### src/rtl/rtc_alarm_counter.sv
module rtc_alarm_counter #(
  parameter int DAY_W = 16
) (
  input  logic        clk,
  input  logic        rst_n,
  input  logic        tick_1hz,
  input  logic [8:0]  tick_periodic,
  input  logic [5:0]  bus_addr,
  input  logic        bus_wr,
  input  logic [31:0] bus_wdata,
  output logic [31:0] bus_rdata,
  output logic        irq
);
  localparam logic [5:0] A_HM = 6'h00, A_SEC = 6'h04, A_AHM = 6'h08, A_ASEC = 6'h0C,
                         A_CTL = 6'h10, A_STS = 6'h14, A_IEN = 6'h18, A_DAY = 6'h20,
                         A_ADAY = 6'h24;

  logic [5:0] sec_q, min_q, al_sec, al_min;
  logic [4:0] hr_q, al_hr;
  logic [DAY_W-1:0] day_q, al_day;
  logic [15:0] ctl_q, ien_q, sts_q;
  logic cmp_go;

  wire wr_hm  = bus_wr && bus_addr == A_HM;
  wire wr_sec = bus_wr && bus_addr == A_SEC;
  wire wr_day = bus_wr && bus_addr == A_DAY;
  wire time_wr = wr_hm || wr_sec || wr_day;
  wire tick_go = tick_1hz && ctl_q[7];
  wire sec_end = sec_q >= 6'd59;
  wire min_end = min_q >= 6'd59;
  wire hr_end  = hr_q >= 5'd23;
  wire match = sec_q == al_sec && min_q == al_min && hr_q == al_hr && day_q == al_day;

  wire [15:0] set_vec = {tick_periodic, 2'b00, tick_1hz, 1'b0, cmp_go && match, 2'b00};
  wire [15:0] clr_vec = (bus_wr && bus_addr == A_STS) ? bus_wdata[15:0] : 16'h0;

  assign irq = |(sts_q & ien_q);

  always_ff @(posedge clk or negedge rst_n) begin
    if (!rst_n) begin
      sec_q <= '0; min_q <= '0; hr_q <= '0; day_q <= '0;
      cmp_go <= 1'b0;
    end else begin
      cmp_go <= tick_go;
      if (time_wr) begin
        if (wr_hm) begin
          hr_q  <= bus_wdata[12:8];
          min_q <= bus_wdata[5:0];
        end
        if (wr_sec) sec_q <= bus_wdata[5:0];
        if (wr_day) day_q <= bus_wdata[DAY_W-1:0];
      end else if (tick_go) begin
        sec_q <= sec_end ? '0 : sec_q + 6'd1;
        if (sec_end) min_q <= min_end ? '0 : min_q + 6'd1;
        if (sec_end && min_end) hr_q <= hr_end ? '0 : hr_q + 5'd1;
        if (sec_end && min_end && hr_end) day_q <= day_q + 1'b1;
      end
    end
  end

  always_ff @(posedge clk or negedge rst_n) begin
    if (!rst_n) begin
      al_sec <= '0; al_min <= '0; al_hr <= '0; al_day <= '0;
      ctl_q <= '0; ien_q <= '0; sts_q <= '0;
    end else begin
      sts_q <= (sts_q & ~clr_vec) | set_vec;
      if (bus_wr) begin
        case (bus_addr)
          A_AHM:  begin al_hr <= bus_wdata[12:8]; al_min <= bus_wdata[5:0]; end
          A_ASEC: al_sec <= bus_wdata[5:0];
          A_ADAY: al_day <= bus_wdata[DAY_W-1:0];
          A_CTL:  ctl_q <= bus_wdata[15:0];
          A_IEN:  ien_q <= bus_wdata[15:0];
          default: ;
        endcase
      end
    end
  end

  always_comb begin
    bus_rdata = '0;
    case (bus_addr)
      A_HM:   bus_rdata = {19'd0, hr_q, 2'd0, min_q};
      A_SEC:  bus_rdata = {26'd0, sec_q};
      A_AHM:  bus_rdata = {19'd0, al_hr, 2'd0, al_min};
      A_ASEC: bus_rdata = {26'd0, al_sec};
      A_CTL:  bus_rdata = {16'd0, ctl_q};
      A_STS:  bus_rdata = {16'd0, sts_q};
      A_IEN:  bus_rdata = {16'd0, ien_q};
      A_DAY:  bus_rdata = 32'(day_q);
      A_ADAY: bus_rdata = 32'(al_day);
      default: bus_rdata = '0;
    endcase
  end

  a_r10_hold_when_stopped: assert property (@(posedge clk) disable iff (!rst_n)
    (!ctl_q[7] && !time_wr) |=> $stable({day_q, hr_q, min_q, sec_q}));
  a_r6_alarm_after_count: assert property (@(posedge clk) disable iff (!rst_n)
    $rose(sts_q[2]) |-> $past(cmp_go));
  a_r8_set_beats_clear: assert property (@(posedge clk) disable iff (!rst_n)
    tick_1hz |=> sts_q[4]);
  a_r9_masked_quiet: assert property (@(posedge clk) disable iff (!rst_n)
    (ien_q == 16'h0) |-> !irq);
  a_r3_day_wrap: assert property (@(posedge clk) disable iff (!rst_n)
    (tick_go && !time_wr && (&day_q) && hr_q == 5'd23 && min_q == 6'd59 && sec_q == 6'd59)
      |=> day_q == '0);
endmodule

### config.mk
export PLATFORM = sky130hd
export DESIGN_NAME = rtc_alarm_counter
export DESIGN_NICKNAME = d
export VERILOG_FILES = /design/src/rtl/rtc_alarm_counter.sv
export SDC_FILE = /design/constraint.sdc
export NUM_CORES = 1
export LEC_CHECK = 0
export BUFFER_PORTS_ARGS = -buffer_cell sky130_fd_sc_hd__buf_2
export CAP_MARGIN = 40
export CORE_MARGIN = 1
export CORE_UTILIZATION = 58
export DETAILED_ROUTE_END_ITERATION = 6
export PLACE_DENSITY = 0.79
export SLEW_MARGIN = 20
export SYNTH_ARGS = -nofsm -noshare
export SYNTH_HDL_FRONTEND = slang
export SYNTH_SLANG_ARGS = --single-unit
### constraint.sdc
create_clock -name clk -period 3.8 [get_ports clk]
set_input_delay 0.57 -clock clk [delete_from_list [all_inputs] [get_ports clk]]
set_output_delay 0.57 -clock clk [all_outputs]
set_load 0.005 [all_outputs]
==> results_dict.tcl, run 1 <==
set metrics [dict create \
    status "finished, final reports clean" \
    post_cts_resized 0 \
    setup_slack_ns 0.699 \
    dp_hpwl_um 12100 \
    finalHoldViolCount 0 \
    yosysMostFrequentCell "dfrtp_1" \
    fin_crit_sh_pct 81.6 \
    grt_use_total_pct 32.0 \
    cts_max_level 4 \
    drive_gt1_share_pct 26.0 \
    netlist_instances 628 \
    ioPinCount 84 \
    synth_area_per_cell_um2 10.4 \
    max_freq_ghz 0.322 \
    drtPass1Iterations 6 \
    die_y_um 108 \
    maxSlewViolCount 0 \
    port_buffers 51 \
    min_path_type "input port to asynchronous set/reset pin" \
    cts_tree "yes" \
    hold_ws_ns 0.108 \
    critPathRequiredTime_ns 3.23 \
    p_sw_mw 0.972 \
    timing.critical_path.from_type "input port" \
    synth_top_cell_by_area "dfrtp_1" \
    fin_setup_tns_ns 0 \
    grt_start_max_net_pins 59 \
    crit_type "input port to primary output" \
    clock_latency_ns 0.52 \
    die_x_um 108 \
    seqPwrFrac_pct 42.9 \
    synth_area_um2 6530 \
    cts_hold_buffers 0 \
    ys_seq_elements 115 \
    nets 721 \
    reg2reg_from "sec_q[0]" \
    clock_sinks 115 \
    comb_power_share_pct 14.3 \
    post_cts_buffers 0 \
    max_slew_margin_pct 50.4 \
    cts_buffer_depth 2 \
    rrSetupSlack_ns 1.44 \
    grt.overflow.total 0 \
    viasPerCell 6.56 \
    internal_power_mw 2.56 \
    max-cap-violations 0 \
    grt_pass1_wl_um 27800 \
    finalPower_mw 3.53 \
    pwr-share-clk_pct 42.8 \
    antenna_left 0 \
    synth-seq-area-share_pct 44.1 \
    synth_top_area_share_pct 44.1 \
    final-setup-viol-count 0 \
    routabilityCongestion 0.877 \
    synth-edff-count 0 \
    p_sw_share_pct 27.5 \
    num_vias 5368 \
    leakage_nw 3.41 \
    final_area_um2 7350 \
    die_area_um2 11700 \
    antenna_found_initial 0 \
    cp-end-kind "primary output" \
    cts_root_buffer "clkbuf_8" \
    num_rows 38 \
    ys.flop_type "dfrtp_1" \
    power.density_nw_per_um2 480 \
    finClkSkew_ns 0.00767 \
    fillers 817 \
    final_cell_count_no_fill 818 \
    start_util_pct 59.9 \
    synthTopCellsByArea "dfrtp_1 44%, mux2_2 10%, nand2_1 3.5%" \
    period_minus_slack_ns 3.10 \
    route.detailed.drc 0 \
    numCtsBuffers 17 \
    r2r_cells 6 \
    cp_data_arrival_time_ns 2.53 \
    diodes 0 \
    placed_area_um2 6800 \
    placed_cells 787 \
    wl_um 17500 \
    area_growth_pct 12.7 \
    synthDistinctLibCells 66 \
    synth_common_cells "115 x dfrtp_1, 60 x nand2_1, 58 x mux2_2" \
    rsz0062_at_grt "no" \
    ys_warn_count 0 \
    worst_r2r_endpoint "day_q[5]" \
    drt-initial-drc-count 503 \
    core_area_um2 10900 \
    worstMarginPinSlew_ns 0.745 \
    clkTransAtPathRegs_ns 0.06 \
    ir_worst_vdd_mv 0.403 \
    utilization_pct 67.5 \
    dp_slack_ns 0.752 \
    grt_pass1_vias 5220 \
    wl_per_cell_um 21.4 \
    crit_path_max_fanout 14 \
    synth-async-reset-ratio_pct 100 \
]
## state kept, by name, summed over array words and instances (netlist names), 16 cells and up
name	flops
day_q	16
ien_q	16
ctl_q	16
sts_q	16
al_day	16
## worst max-delay path, stage by stage
cell and delay [ns]:
buf_2 0.12, or4b_1 0.67, nor3_4 0.61, buf_4 0.24, a22oi_1 0.06, nand3_1 0.12
buf_2 0.12
## layout make-up
class / instances / area (um^2) / share of cell area (%)
Multi-Input combinational cell: 462 / 3370 / 45.8
Inverter: 7 / 26.3 / 0.357
Sequential cell: 115 / 2880 / 39.1
Clock inverter: 10 / 109 / 1.48
Tap cell: 140 / 175 / 2.38
Timing Repair Buffer: 63 / 348 / 4.73
Clock buffer: 21 / 449 / 6.11
## placed cells by master, fill, tap and decap left out, types with 5 or more instances in the layout
cell type / instances
nor4_1: 5
mux2_4: 10
o21ai_0: 23
inv_1: 7
o22ai_1: 5
a21o_1: 11
buf_2: 50
nand2_1: 60
nand4_1: 13
a221oi_1: 11
a21boi_0: 8
mux2i_1: 7
nor3_1: 5
a22oi_1: 16
mux2_2: 58
a31oi_1: 6
xor2_1: 16
a21oi_1: 27
nor2_1: 29
clkbuf_16: 16
nand3_1: 26
a22o_1: 6
conb_1: 16
clkinv_2: 5
a222oi_1: 10
xnor2_1: 17
nand2b_1: 5
dfrtp_1: 115
o22a_1: 7
buf_4: 13
## logic make-up after synthesis
family | share of synthesized area (%)
adders and majority gates | 0.767
xor gates and xnor gates | 4.43
and+or+nand+nor | 12.7
muxes | 14.8
other | 0.0575
buffers and inverters | 5.12
DFF | 44.1
AOI/OAI and AO/OA | 18.1
## routing by layer
metal / up-vias / wire length (um) / track usage, %
met3: 55 / 1540 / 7.66
met1: 2627 / 7120 / 42.6
met5: - / 0 / 0
met4: 0 / 650 / 15.5
li1: 2391 / - / -
met2: 295 / 8160 / 49.2
## how the worst max path moves through the flow
stage           startpoint             to  slack (ns)  cells past startpoint
2_1_floorplan  bus_addr[3]   bus_rdata[5]        1.29                      5
3_3_place_gp   bus_addr[1]   bus_rdata[3]        0.76                      6
3_5_place_dp   bus_addr[1]  bus_rdata[10]        0.75                      7
4_1_cts        bus_addr[1]   bus_rdata[6]        0.73                      7
5_1_grt        bus_addr[1]   bus_rdata[3]        0.65                      6
6_report       bus_addr[1]   bus_rdata[6]        0.70                      7
## power by group through the flow
stage | clock (mW) | sequential (mW) | combinational [mW]
floorplan | 0 | 1.47 | 0.364
global placement | 0 | 1.51 | 0.474
detailed placement | 0 | 1.53 | 0.492
CTS | 1.52 | 1.51 | 0.499
global route | 1.58 | 1.53 | 0.553
finish | 1.51 | 1.51 | 0.504
No activity file was read; power rests on OpenSTA's default activity.
==> inputs of run 2 (changes only) <==
--- a/config.mk
+++ b/config.mk
@@ -8,9 +8,9 @@
 export BUFFER_PORTS_ARGS = -buffer_cell sky130_fd_sc_hd__buf_2
 export CAP_MARGIN = 40
 export CORE_MARGIN = 1
-export CORE_UTILIZATION = 58
+export CORE_UTILIZATION = 53
 export DETAILED_ROUTE_END_ITERATION = 6
-export PLACE_DENSITY = 0.79
+export PLACE_DENSITY = 0.76
 export SLEW_MARGIN = 20
 export SYNTH_ARGS = -nofsm -noshare
 export SYNTH_HDL_FRONTEND = slang
==> constraint.sdc (replaced) <==
create_clock -name clk -period 2.6 [get_ports clk]
set_input_delay 0.39 -clock clk [delete_from_list [all_inputs] [get_ports clk]]
set_output_delay 0.39 -clock clk [all_outputs]
set_load 0.005 [all_outputs]
==> run 2 against run 1 <==
Effect of this change:
- the run now ends with hold timing left
- wire length up 3.7%
- sequential power up 47%
- first-iteration DRC count up 24%
- largest cell class unchanged
- worst hold slack worse by 0.12 ns
- sequential cell count unchanged
- largest power group unchanged
- non-clock buffer count up 14
- count of clock-buffer cells in the layout up 3
- register-to-register slack worse by 1.0 ns
==> results_dict.tcl, run 2 (synthesis results as in run 1) <==
set metrics [dict create \
    multi_input_area_um2 3370 \
    crit_path_cell_trace "mux4_2 > a222oi_1 > buf_4 > nand2_1 > buf_2" \
    route.detailed.drc 0 \
    num_rows 40 \
    max-cap-violations 0 \
    timing.critical_path.from_type "flip-flop" \
    cts_buffer_depth 2 \
    numCtsBuffers 17 \
    num_vias 5485 \
    max_freq_ghz 0.399 \
    die_area_um2 12800 \
    diodes 0 \
    dp_hpwl_um 12900 \
    routabilityCongestion 0.931 \
    drt-initial-drc-count 623 \
    fin_crit_sh_pct 96.4 \
    max_slew_margin_pct 56.3 \
    maxSlewViolCount 0 \
    power.density_nw_per_um2 689 \
    port_buffers 51 \
    hold_ws_ns -0.00674 \
    start_util_pct 54.3 \
    min_path_type "input port to asynchronous set/reset pin" \
    clkTransAtPathRegs_ns 0.05 \
    crit_slowest_cell "mux4_2" \
    regArea_um2 2880 \
    post_cts_resized 0 \
    dp_slack_ns 0.185 \
    cts_tree "yes" \
    drive_gt1_share_pct 27.2 \
    critPathRequiredTime_ns 2.21 \
    fillers 965 \
    worstMarginPinSlew_ns 0.655 \
    final-setup-viol-count 0 \
    nets 735 \
    area_growth_pct 14.7 \
    setup_slack_ns 0.0947 \
    slowest_delay_ns 0.50 \
    cts_hold_buffers 0 \
    leakage_nw 3.48 \
    grt_pass1_wl_um 28800 \
    finalPower_mw 5.16 \
    die_x_um 113 \
    final_cell_count_no_fill 837 \
    cts_root_buffer "clkbuf_16" \
    finalHoldViolCount 1 \
    ioPinCount 84 \
    cp-end-kind "primary output" \
    cts_max_level 4 \
    antenna_left 0 \
    wl_per_cell_um 21.6 \
    status "finished, violations left" \
    clock_sinks 115 \
    die_y_um 113 \
    period_minus_slack_ns 2.51 \
    cp_data_arrival_time_ns 2.12 \
    drtPass1Iterations 6 \
    core_area_um2 12000 \
    crit_type "flip-flop to primary output" \
    finClkSkew_ns 0.00764 \
    wl_um 18100 \
    viasPerCell 6.55 \
    ir_worst_vdd_mv 0.516 \
    clock_latency_ns 0.42 \
    failed_checks "hold timing" \
    grt_pass1_vias 5459 \
    grt_start_max_net_pins 50 \
    fin_setup_tns_ns 0 \
    grt.overflow.total 0 \
    final_common_cell "dfrtp_1" \
    grt_use_total_pct 29.9 \
    final_cell_mix "115 x dfrtp_1, 60 x nand2_1, 58 x mux2_2, 50 x buf_2, 29 x nor2_1" \
    post_cts_buffers 0 \
    rsz0062_at_grt "no" \
    antenna_found_initial 0 \
    placed_cells 808 \
    crit_path_max_fanout 5 \
]
-- run 2: cell types whose count changed in the layout (fill, tap and decap cells not counted), sizes merged --
cell / change
clkinv: -3
buf: +14
bufinv: -1
clkbuf: +3
clkinvlp: -1
-- run 2: worst paths after layout --
kind / slack [ns] / from / endpoint / depth (start not counted)
worst max-delay path: 0.09 / sec_q[5] / bus_rdata[5] / 5
worst min-delay path: -0.007 / rst_n / ctl_q[10] / 1
worst max register to register: 0.41 / day_q[0] / day_q[15] / 5
worst min register to register: 0.51 / ctl_q[15] / ctl_q[15] / 1
max in group asynchronous: 1.91 / rst_n / sec_q[5] / 2
min in group clk: 0.15 / tick_periodic[7] / sts_q[14] / 2
-- run 2: routing by layer --
layer	global-route usage (%)	wire length, um	vias up
met5	0	0	-
met4	14.8	690	0
met2	47.6	8640	281
met1	38.4	7500	2717
met3	7.34	1290	62
li1	-	-	2425
-- run 2: cell type report --
| cell class | count | area share, % |
|---|---|---|
| clock buffer | 24 | 6.57 |
| tap | 147 | 2.46 |
| inverter | 7 | 0.351 |
| multi-input combinational | 462 | 45.1 |
| sequential | 115 | 38.4 |
| timing repair buffer | 77 | 6.39 |
| clock inverter | 5 | 0.702 |
-- run 2: per-stage QoR --
stage	area (um^2)	utilization [%]
after floorplan	6580	-
after global placement	6940	57.8
after detailed placement	6940	57.8
after CTS	7480	62.3
after global routing	7480	62.3
final	7480	62.3
-- run 2: worst max-delay path, delay by kind of cell (launching register included) --
kind            cells  cell delay, ns
simple gates        1            0.06
flops               1            0.45
buf+inv             2            0.33
compound gates      1            0.36
mux                 1            0.50
-- run 2: where the power goes --
part / switching (mW) / internal, mW / total (mW)
Sequential: 0.238 / 1.98 / 2.22
Combinational: 0.387 / 0.368 / 0.756
Clock: 0.791 / 1.39 / 2.18
==> inputs of run 3 (changes only) <==
--- a/config.mk
+++ b/config.mk
@@ -10,6 +10,7 @@
 export CORE_MARGIN = 1
 export CORE_UTILIZATION = 53
 export DETAILED_ROUTE_END_ITERATION = 6
+export HOLD_SLACK_MARGIN = 0.06
 export PLACE_DENSITY = 0.76
 export SLEW_MARGIN = 20
 export SYNTH_ARGS = -nofsm -noshare
==> run 3 against run 2 <==
Effect of this change:
- the run ends with DRC left
- global-route usage did not move
- sequential share of layout area fell by 0.051 points
- first-iteration DRC count fell by 3.7%
- die area did not move
- clock power barely moved
- sequential cell count did not move
- non-clock buffer count rose by 1
- via count fell by 0.42%
- largest power group unchanged
==> results_dict.tcl, run 3 (synthesis results as in run 1) <==
set metrics [dict create \
    cts_tree "yes" \
    num_vias 5462 \
    grt_use_total_pct 29.9 \
    crit_type "flip-flop to primary output" \
    timing.critical_path.from_type "flip-flop" \
    grt_pass1_wl_um 28800 \
    power.density_nw_per_um2 688 \
    finClkSkew_ns 0.00820 \
    reg2reg_from "day_q[0]" \
    die_x_um 113 \
    drt-initial-drc-count 600 \
    cp_data_arrival_time_ns 2.13 \
    fillers 964 \
    max_freq_ghz 0.397 \
    startpoint "sec_q[5]" \
    wl_per_cell_um 21.6 \
    max-cap-violations 0 \
    die_area_um2 12800 \
    grt_pass1_vias 5460 \
    slowest_delay_ns 0.50 \
    final-setup-viol-count 0 \
    clkTransAtPathRegs_ns 0.05 \
    cts_root_buffer "clkbuf_16" \
    ioPinCount 84 \
    path_buf_inv 2 \
    routabilityCongestion 0.931 \
    fin_crit_sh_pct 96.8 \
    die_y_um 113 \
    clock_latency_ns 0.42 \
    crit_path_cell_trace "mux4_2 > a222oi_1 > buf_4 > nand2_1 > buf_2" \
    status "finished, violations left" \
    worstMarginPinSlew_ns 0.657 \
    internal_power_mw 3.74 \
    grt.overflow.total 0 \
    leakage_nw 3.49 \
    clock_sinks 115 \
    p_sw_mw 1.41 \
    period_minus_slack_ns 2.52 \
    viasPerCell 6.52 \
    max_slew_margin_pct 56.2 \
    num_rows 40 \
    numCtsBuffers 17 \
    min_path_type "input port to flip-flop" \
    finalPower_mw 5.15 \
    start_util_pct 54.3 \
    fin_setup_tns_ns 0 \
    p_sw_share_pct 27.4 \
    cts_max_level 4 \
    dp_hpwl_um 12900 \
    antenna_left 0 \
    diodes 0 \
    grt_start_max_net_pins 50 \
    crit_slowest_cell "mux4_2" \
    port_buffers 51 \
    seqPwrFrac_pct 43.1 \
    antenna_found_initial 0 \
    ir_worst_vdd_mv 0.515 \
    area_growth_pct 14.9 \
    post_cts_buffers 0 \
    wl_um 18100 \
    drive_gt1_share_pct 27.2 \
    nets 736 \
    min-delay-start "tick_periodic[5]" \
    final_common_cell "dfrtp_1" \
    cp-end-kind "primary output" \
    comb_power_share_pct 14.7 \
    critPathRequiredTime_ns 2.21 \
    cts_buffer_depth 2 \
    critPathTopFamily "multiplexers" \
    finalHoldViolCount 0 \
    rsz0062_at_grt "no" \
    crit_path_max_fanout 5 \
    final_cell_mix "115 x dfrtp_1, 60 x nand2_1, 58 x mux2_2, 50 x buf_2, 29 x nor2_1" \
    drtPass1Iterations 7 \
    pwr-share-clk_pct 42.2 \
    route.detailed.drc 5 \
    maxSlewViolCount 0 \
    failed_checks "DRC" \
    core_area_um2 12000 \
]
==> run 3: cell type report <==
| cell class | instances | area (um^2) | area share [%] |
|---|---|---|---|
| Sequential cell | 115 | 2880 | 38.4 |
| Clock inverter | 5 | 52.6 | 0.701 |
| Multi-Input combinational cell | 462 | 3370 | 45.0 |
| Tap cell | 147 | 184 | 2.45 |
| Timing Repair Buffer | 78 | 488 | 6.51 |
| Clock buffer | 24 | 492 | 6.56 |
| Inverter | 7 | 26.3 | 0.351 |
==> run 3: layer usage <==
layer / part of all wire, % / global-route usage [%] / routed length [um] / up-vias
met1: 41 / 38.4 / 7410 / 2694
met3: 7.8 / 7.34 / 1410 / 58
met5: 0 / 0 / 0 / -
met2: 48 / 47.6 / 8650 / 287
met4: 3.6 / 14.8 / 653 / 0
li1: - / - / - / 2423
==> run 3: power by group through the flow <==
stage | Sequential [mW] | Clock, mW | Combinational (mW)
after CTS | 2.21 | 2.20 | 0.750
after global routing | 2.24 | 2.29 | 0.823
after detailed placement | 2.24 | 0 | 0.741
after floorplan | 2.15 | 0 | 0.533
final | 2.22 | 2.18 | 0.756
after global placement | 2.22 | 0 | 0.709
==> run 3: final timing paths <==
kind                                 to  slack (ns)  cells after the start
setup / recovery           bus_rdata[5]        0.08                      5
hold / removal                sts_q[12]        0.14                      2
setup reg to reg              day_q[15]        0.43                      5
hold reg to reg               ctl_q[15]        0.51                      1
max in group asynchronous      min_q[2]        1.36                      3
min in group asynchronous     ctl_q[10]        0.54                      2
==> run 3: timing repair <==
action	in CTS	in global routing
endpoints found under the setup margin	0	0
hold endpoints to repair	45	0
hold buffers	1	0
resized for setup	0	0
==> run 3: metrics by stage <==
step / utilization [%] / hold WS [ns] / instance area (um^2) / setup slack [ns] / std cells
after floorplan: - / 0.0944 / 6580 / 0.447 / 643
after global placement: 57.8 / 0.449 / 6940 / 0.216 / 808
after detailed placement: 57.8 / 0.461 / 6940 / 0.185 / 808
after CTS: 62.4 / 0.139 / 7490 / 0.0791 / 838
after global routing: 62.4 / 0.138 / 7490 / 0.0239 / 838
final: 62.4 / 0.143 / 7490 / 0.0833 / 838
